**config.mk**
```make
export PLATFORM = sky130hd
export DESIGN_NAME = ocmp_dual
export DESIGN_NICKNAME = d
export VERILOG_FILES = /design/src/rtl/ocmp_pkg.sv /design/src/rtl/ocmp_chan_cmp.sv /design/src/rtl/ocmp_chan_flag.sv /design/src/rtl/ocmp_dual.sv
export SDC_FILE = /design/constraint.sdc
export NUM_CORES = 1
export LEC_CHECK = 0
export BUFFER_PORTS_ARGS = -buffer_cell sky130_fd_sc_hd__buf_4
export CAP_MARGIN = 40
export CORE_MARGIN = 2
export CORE_UTILIZATION = 51
export CTS_BUF_LIST = sky130_fd_sc_hd__clkbuf_8
export DETAILED_ROUTE_END_ITERATION = 16
export GPL_TIMING_DRIVEN = 0
export HOLD_SLACK_MARGIN = 0.05
export PLACE_DENSITY = 0.92
export SLEW_MARGIN = 10
export SYNTH_ARGS = -nofsm -noshare
export SYNTH_HDL_FRONTEND = slang
export SYNTH_HIERARCHICAL = 1
export SYNTH_SLANG_ARGS = --single-unit
```
**constraint.sdc**
```tcl
create_clock -name clk -period 1.5 [get_ports clk]
set_clock_uncertainty 0.15 [all_clocks]
set_input_delay 0.15 -clock clk [delete_from_list [all_inputs] [get_ports clk]]
set_output_delay 0.15 -clock clk [all_outputs]
set_load 0.01 [all_outputs]
```
**src/rtl/ocmp_pkg.sv**
```systemverilog
package ocmp_pkg;

  localparam int CNT_W_DEF = 8;
  localparam int NCH_DEF   = 2;

  // One cycle's worth of flag events for a single channel.
  typedef struct packed {
    logic set;
    logic clr;
  } flag_ev_t;

endpackage

```
**src/rtl/ocmp_chan_cmp.sv**
```systemverilog
module ocmp_chan_cmp #(
  parameter int CNT_W = 8
) (
  input  logic             clk,
  input  logic             rst,
  input  logic             tick,
  input  logic [CNT_W-1:0] count,
  input  logic             wr,
  input  logic [CNT_W-1:0] wdata,
  output logic             match_o,
  output logic             pend_o
);

  logic [CNT_W-1:0] cmp_q;
  logic             match_q;
  logic             pend_q;
  logic             eq;

  assign eq = (count == cmp_q);

  always_ff @(posedge clk) begin
    if (rst) begin
      cmp_q   <= '0;
      match_q <= 1'b0;
      pend_q  <= 1'b0;
    end else begin
      if (wr)
        cmp_q <= wdata;
      match_q <= eq;
      if (tick)
        pend_q <= eq;
    end
  end

  assign match_o = match_q;
  assign pend_o  = pend_q;

  AST_CMP_LOAD: assert property (@(posedge clk) disable iff (rst)
    wr |=> (cmp_q == $past(wdata)));

  AST_PEND_FROZEN: assert property (@(posedge clk) disable iff (rst)
    !tick |=> $stable(pend_q));

endmodule

```
**src/rtl/ocmp_chan_flag.sv**
```systemverilog
module ocmp_chan_flag
  import ocmp_pkg::*;
(
  input  logic clk,
  input  logic rst,
  input  logic tick,
  input  logic pend,
  input  logic ack,
  input  logic sw_clr,
  input  logic irq_en,
  output logic flag_o,
  output logic irq_o
);

  flag_ev_t ev;
  logic     flag_q;
  logic     irq_q;
  logic     flag_d;

  always_comb begin
    ev.set = tick & pend;
    ev.clr = ack | sw_clr;
    // A set outranks a clear that arrives in the same cycle.
    flag_d = ev.set | (flag_q & ~ev.clr);
  end

  always_ff @(posedge clk) begin
    if (rst) begin
      flag_q <= 1'b0;
      irq_q  <= 1'b0;
    end else begin
      flag_q <= flag_d;
      irq_q  <= flag_d & irq_en;
    end
  end

  assign flag_o = flag_q;
  assign irq_o  = irq_q;

  AST_SET_WINS: assert property (@(posedge clk) disable iff (rst)
    (tick && pend) |=> flag_q);

  AST_CLEAR_TAKES: assert property (@(posedge clk) disable iff (rst)
    ((ack || sw_clr) && !(tick && pend)) |=> !flag_q);

  AST_NO_SET_IDLE: assert property (@(posedge clk) disable iff (rst)
    (!tick && !flag_q) |=> !flag_q);

  AST_FLAG_HOLD: assert property (@(posedge clk) disable iff (rst)
    (!(tick && pend) && !ack && !sw_clr) |=> (flag_q == $past(flag_q)));

  AST_IRQ_NEEDS_FLAG: assert property (@(posedge clk) disable iff (rst)
    irq_q |-> flag_q);

endmodule

```
**src/rtl/ocmp_dual.sv**
```systemverilog
module ocmp_dual #(
  parameter int CNT_W = ocmp_pkg::CNT_W_DEF,
  parameter int NCH   = ocmp_pkg::NCH_DEF
) (
  input  logic             clk,
  input  logic             rst,
  input  logic             tick,
  input  logic [CNT_W-1:0] count,
  input  logic [NCH-1:0]   cmp_wr,
  input  logic [CNT_W-1:0] cmp_wdata,
  input  logic [NCH-1:0]   irq_en,
  input  logic [NCH-1:0]   irq_ack,
  input  logic             flag_clr_wr,
  input  logic [NCH-1:0]   flag_clr_data,
  output logic [NCH-1:0]   match_o,
  output logic [NCH-1:0]   flag_o,
  output logic [NCH-1:0]   irq_o
);

  logic [NCH-1:0] pend;
  logic [NCH-1:0] sw_clr;

  assign sw_clr = flag_clr_data & {NCH{flag_clr_wr}};

  for (genvar ch = 0; ch < NCH; ch++) begin : g_ch
    ocmp_chan_cmp #(.CNT_W(CNT_W)) u_cmp (
      .clk     (clk),
      .rst     (rst),
      .tick    (tick),
      .count   (count),
      .wr      (cmp_wr[ch]),
      .wdata   (cmp_wdata),
      .match_o (match_o[ch]),
      .pend_o  (pend[ch])
    );

    ocmp_chan_flag u_flag (
      .clk    (clk),
      .rst    (rst),
      .tick   (tick),
      .pend   (pend[ch]),
      .ack    (irq_ack[ch]),
      .sw_clr (sw_clr[ch]),
      .irq_en (irq_en[ch]),
      .flag_o (flag_o[ch]),
      .irq_o  (irq_o[ch])
    );

    AST_FLAG_NEEDS_PEND: assert property (@(posedge clk) disable iff (rst)
      (!flag_o[ch] ##1 flag_o[ch]) |-> $past(tick && pend[ch]));
  end

endmodule

```
==> reports/results.ini, run 1 <==
[outcome]
outcome = finished clean

[logic_synthesis]
synth-main-ff-cell = dfxtp_1
syn_nets = 128
yosysSeqAreaShare = 0.4800
synth_top_area_frac = 0.4800
synthesis.area_um2 = 1001
post-synth-top-area-cell = dfxtp_1
synth.avg_cell_area_um2 = 10.01
yosysWarnings = 6
yosysMostFrequentCell = dfxtp_1
synth_area_leaders = dfxtp_1, mux2i_1, xor2_1
synth_edf_count = 0
async_flop_share = 0
ys_ff_latch = 24
synth_cell_type_count = 13
syn_inst = 100
synthTopCellsByCount = dfxtp_1, nor2_1, mux2i_1, xor2_1

[cts]
cts_buffers = 3
worstSkewPairLatency_ps = 260
cts_tree = built
clock-sinks = 24
post_cts_buffers = 0
cts.reportedPaths.clkPinSlew_ps = 80
cts_resized = 0
cts_root_buf = clkbuf_8
clock_path_buffers = 2
cts-hold-fix-buffers = 14
cts_max_level = 1

[finish]
n_antenna_cell = 0
drive_gt1_frac = 0.2568
finalInstanceArea_um2 = 1449
multiInputGateArea_um2 = 503.0
regArea_um2 = 480.5
fillers = 132
finalNetCount = 178
layoutNonFillerInstCount = 175
post-route-util = 0.7618
areaGrowthSynthToFinish_pct = 44.75

[sta]
relSlewSlack = 0.6581
setup-violations-final = 0
tightest_slew_ps = 512.9
fin_hold_ws_ps = 147.4
tns_ps = 0
finalHoldViolCount = 0
fmax_mhz = 703.2
fin_crit_sh = 0.9481
finalCriticalPeriod_ps = 1422
final.setup.worst_slack_ps = 77.92
rsz0062_at_grt = no
report.final.slew_viol_count = 0

[power]
p_leak_nw = 0.6888
power_density_nw_per_um2 = 873.7
max-vdd-ir-drop_uv = 575.4
power_mw = 1.266

[grt]
grt_pass1_wl_um = 4140
grt_overflow = 0
grt_pass1_vias = 918
grt_max_degree = 13
antenna_found_initial = 0
track_usage = 0.2302

[routing]
first_pass_iters = 4
wl_per_cell_um = 13.66
ant_nets = 0
drc = 0
vias = 859
vias_per_cell = 4.909
routed_wl_um = 2391
detail_route.iter0.violations = 6

[worst_setup_path]
r2r-start = g_ch[1].u_cmp/cmp_q[7]
required_ps = 1540
cp-end-kind = register
critPathArrivalTime_ps = 1460
crit_type = register to register
r2r_cells = 4
critPathMaxFanout = 2
r2r_end = g_ch[1].u_cmp/pend_o
r2r_slack_ps = 80
crit_path_start_kind = register

[worst_hold_path]
min_to = g_ch[0].u_flag/flag_o
holdCritStartpoint = flag_clr_data[0]
hold_class = primary input to register
holdPathStages = 4

[floorplanning]
start_util = 0.5263
core_um2 = 1902
rows = 16
fp.dieH_um = 48.30
die_w_um = 48.30
io_pins = 34
die_area_um2 = 2333

[job]
drv_cap = 0

[place]
io_buffers = 31
place_area_um2 = 1267
place_inst = 158
dpl_worst_slack_ps = 120.6
place_congestion = 0.7273
hpwl_um = 1564

[worst max-delay path by stage]
stage / startpoint / slack (ps) / to / cells after the start
after CTS: g_ch[1].u_cmp/cmp_q[7] / 80 / g_ch[1].u_cmp/pend_o / 4
after global routing: g_ch[1].u_cmp/cmp_q[7] / 40 / g_ch[1].u_cmp/pend_o / 4
after detailed placement: g_ch[1].u_cmp/cmp_q[7] / 120 / g_ch[1].u_cmp/pend_o / 4
final: g_ch[1].u_cmp/cmp_q[7] / 80 / g_ch[1].u_cmp/pend_o / 4
after floorplan: g_ch[0].u_cmp/cmp_q[7] / 280 / g_ch[0].u_cmp/pend_o / 4
after global placement: g_ch[1].u_cmp/cmp_q[7] / 140 / g_ch[1].u_cmp/pend_o / 4
[power breakdown]
part	internal (mW)	leakage (nW)	switching (mW)	total, mW
registers	0.668	0.197	0.0202	0.688
clock network	0.179	0.0216	0.185	0.364
logic	0.123	0.470	0.0901	0.214
total	0.970	0.689	0.295	1.27
[cells in the final DEF, fill, tap and decap left out, drive strengths merged]
cell type     n
dlygate4sd3  14
xor2         16
nor2         20
clkbuf        3
nor4          4
dfxtp        24
buf          35
mux2i        16
nand2b        2
nand2         4
a21oi         4
or3b          2
and2          2
a211oi        2
[final cells by class]
type | instances | share of cell area
Timing Repair Buffer | 45 | 0.2573
Sequential cell | 24 | 0.3316
Clock buffer | 3 | 0.02850
Multi-Input combinational cell | 72 | 0.3471
Buffer | 4 | 0.01209
Tap cell | 27 | 0.02332
[state kept, by name, indices dropped and copies added, names as in the netlist]
name and count:
g_ch.u_cmp/cmp_q 16, g_ch.u_flag/flag_o 2, g_ch.u_cmp/match_o 2, g_ch.u_cmp/pend_o 2, g_ch.u_flag/irq_o 2
[metal layers]
metal,routed length (µm),GRT usage,vias to the layer above
li1,-,-,430
met1,1013,0.2618,395
met2,1262,0.4306,32
met3,96,0.04630,2
met4,19,0.07143,0
met5,0,0,-
[cell families after synthesis]
logic type | after synthesis | share of synthesized area
AO/OA/AOI/OAI | 6 | 0.04500
XOR/XNOR | 16 | 0.1400
buffers and inverters | 4 | 0.01750
flip-flops | 24 | 0.4800
multiplexers | 16 | 0.1600
AND/OR/NAND/NOR | 34 | 0.1575
[worst max-delay path: stages, from the launching register on]
cell	delay [ps]
dfxtp_1	320
xor2_1	160
nor4_1	340
nand2_1	150
a211oi_2	220
Note: power is estimated with default switching activity, not from simulation.
==> run 2, diff against run 1 <==
==> constraint.sdc (replaced) <==
create_clock -name clk -period 1.38 [get_ports clk]
set_clock_uncertainty 0.15 [all_clocks]
set_input_delay 0.138 -clock clk [delete_from_list [all_inputs] [get_ports clk]]
set_output_delay 0.138 -clock clk [all_outputs]
set_load 0.01 [all_outputs]
==> run 2 against run 1 <==
Effect of this change: the run now ends with setup timing left; die area did not move; worst hold slack worse by 13 ps; non-clock buffer count unchanged; clock-buffer cell count unchanged; maximum frequency up 1.8%; register-to-register slack worse by 90 ps; routed wire length grew 0.88%; global-route usage decreased by 0.066 points; core utilization increased by 0.66 points; critical path type unchanged; largest power group unchanged; highest routed layer unchanged.
==> reports/results.ini, run 2 (same netlist as run 1, synthesis figures left out) <==
[place]
hpwl_um = 1564  ; unchanged
place_area_um2 = 1267  ; unchanged
io_buffers = 31  ; unchanged
dpl_worst_slack_ps = 0.6252  ; was 120.6 ps
place_congestion = 0.7273  ; unchanged

[worst_hold_path]
min_to = g_ch[0].u_flag/flag_o  ; unchanged
hold_class = primary input to register  ; unchanged
holdCritStartpoint = flag_clr_data[0]  ; unchanged
holdPathStages = 4  ; unchanged

[finish]
most-common-layout-cells = buf_4, dfxtp_1, nor2_1, mux2i_1, xor2_1  ; unchanged
n_antenna_cell = 0  ; unchanged
multiInputGateArea_um2 = 509.2  ; was 503.0 µm²
fillers = 128  ; was 132
drive_gt1_frac = 0.2973  ; was 0.2568
finalNetCount = 178  ; unchanged
regArea_um2 = 484.2  ; was 480.5 µm²
areaGrowthSynthToFinish_pct = 46.00  ; was 44.75%
final_common_cell = buf_4  ; unchanged
largest_register_ffs = 16  ; unchanged
top_register = g_ch.u_cmp/cmp_q  ; unchanged
finalInstanceArea_um2 = 1461  ; was 1449 µm²

[power]
power_density_nw_per_um2 = 945.9  ; was 873.7 nW/µm²
max-vdd-ir-drop_uv = 632.3  ; was 575.4 µV
power_mw = 1.382  ; was 1.266 mW
p_leak_nw = 0.6956  ; was 0.6888 nW

[cts]
cts_max_level = 1  ; unchanged
clock_path_buffers = 2  ; unchanged
cts.reportedPaths.clkPinSlew_ps = 80  ; about the same
cts_tree = built  ; unchanged
clock-sinks = 24  ; unchanged
cts_root_buf = clkbuf_8  ; unchanged
worstSkewPairLatency_ps = 260  ; about the same
cts_buffers = 3  ; unchanged

[routing]
ant_nets = 0  ; unchanged
vias_per_cell = 4.954  ; was 4.909
vias = 867  ; was 859
drc = 0  ; unchanged
first_pass_iters = 4  ; unchanged
wl_per_cell_um = 13.78  ; was 13.66 µm
detail_route.iter0.violations = 4  ; was 6
routed_wl_um = 2412  ; was 2391 µm

[sta]
rsz0062_at_grt = yes  ; was no
finalCriticalPeriod_ps = 1397  ; was 1422 ps
tightest_slew_ps = 338.6  ; was 512.9 ps
report.final.slew_viol_count = 0  ; unchanged
final.setup.worst_slack_ps = -16.80  ; was 77.92 ps
relSlewSlack = 0.7722  ; was 0.6581
tns_ps = -16.80  ; was 0 ps
setup-violations-final = 1  ; was 0
finalHoldViolCount = 0  ; unchanged
fmax_mhz = 715.9  ; was 703.2 MHz
fin_crit_sh = 1.012  ; was 0.9481

[grt]
grt_overflow = 0  ; unchanged
grt_pass1_vias = 919  ; was 918
grt_max_degree = 13  ; unchanged
track_usage = 0.2296  ; was 0.2302
grt_pass1_wl_um = 4126  ; was 4140 µm
antenna_found_initial = 0  ; unchanged

[worst_setup_path]
r2r_cells = 4  ; unchanged
cp-end-kind = register  ; unchanged
critPathArrivalTime_ps = 1440  ; was 1460 ps
crit_type = register to register  ; unchanged
r2r_slack_ps = -20  ; was 80 ps
r2r_end = g_ch[1].u_cmp/pend_o  ; unchanged
crit_path_start_kind = register  ; unchanged
critPathMaxFanout = 2  ; unchanged
required_ps = 1420  ; was 1540 ps
r2r-start = g_ch[1].u_cmp/cmp_q[0]  ; was g_ch[1].u_cmp/cmp_q[7]

[floorplanning]
core_um2 = 1902  ; unchanged
start_util = 0.5263  ; unchanged
die_w_um = 48.30  ; unchanged
io_pins = 34  ; unchanged
fp.dieH_um = 48.30  ; unchanged
rows = 16  ; unchanged
die_area_um2 = 2333  ; unchanged

[outcome]
violations = setup timing
outcome = finished with violations  ; was finished clean

[job]
drv_cap = 0  ; unchanged

run 2: per-stage QoR:
stage	utilization	instances	hold WS, ps
after global placement	0.6664	158	186.2
after CTS	0.7625	175	132.9
after detailed placement	0.6664	158	188.7
final	0.7684	175	134.6
after global routing	0.7684	175	128.3
after floorplan	-	100	57.07
run 2: repair_timing:
item / 4_1_cts / 5_1_grt
setup endpoints to repair: 1 / 10
buffers inserted: 0 / 0
hold buffers: 14 / 0
resized for setup: 1 / 5
endpoints found under the hold margin: 22 / 0
pin swaps: 4 / 5
run 2: final cells by class:
cell class,instances,area share
Multi-Input combinational cell,72,0.3485
Sequential cell,24,0.3313
Timing Repair Buffer,45,0.2551
Clock buffer,3,0.02825
Tap cell,27,0.02312
Buffer,4,0.01370
run 2: worst max-delay path by stage:
stage	endpoint	slack, ps	start
6_report	g_ch[1].u_cmp/pend_o	-20	g_ch[1].u_cmp/cmp_q[0]
5_1_grt	g_ch[1].u_cmp/pend_o	-4	g_ch[1].u_cmp/cmp_q[5]
4_1_cts	g_ch[1].u_cmp/pend_o	10	g_ch[1].u_cmp/cmp_q[5]
3_5_place_dp	g_ch[1].u_cmp/pend_o	0.6	g_ch[1].u_cmp/cmp_q[7]
3_3_place_gp	g_ch[1].u_cmp/pend_o	20	g_ch[1].u_cmp/cmp_q[7]
2_1_floorplan	g_ch[0].u_cmp/pend_o	160	g_ch[0].u_cmp/cmp_q[7]
run 2: where the power goes:
group | switching (mW) | internal [mW] | leakage, nW | total [mW]
clock network | 0.202 | 0.195 | 0.0216 | 0.398
registers | 0.0217 | 0.727 | 0.198 | 0.748
logic | 0.101 | 0.136 | 0.476 | 0.237
run 2: per-layer routing:
| metal | up-vias | track usage | wire, µm |
|---|---|---|---|
| met5 | - | 0 | 0 |
| li1 | 429 | - | - |
| met2 | 36 | 0.4306 | 1256 |
| met1 | 400 | 0.2598 | 1033 |
| met3 | 2 | 0.04630 | 102 |
| met4 | 0 | 0.07143 | 19 |
run 2: critical path, cell delays in order, from the launching register on:
cell      delay (ps)
dfxtp_1          320
xor2_1           160
nor4_1           350
nand2_1          160
a211oi_2         190
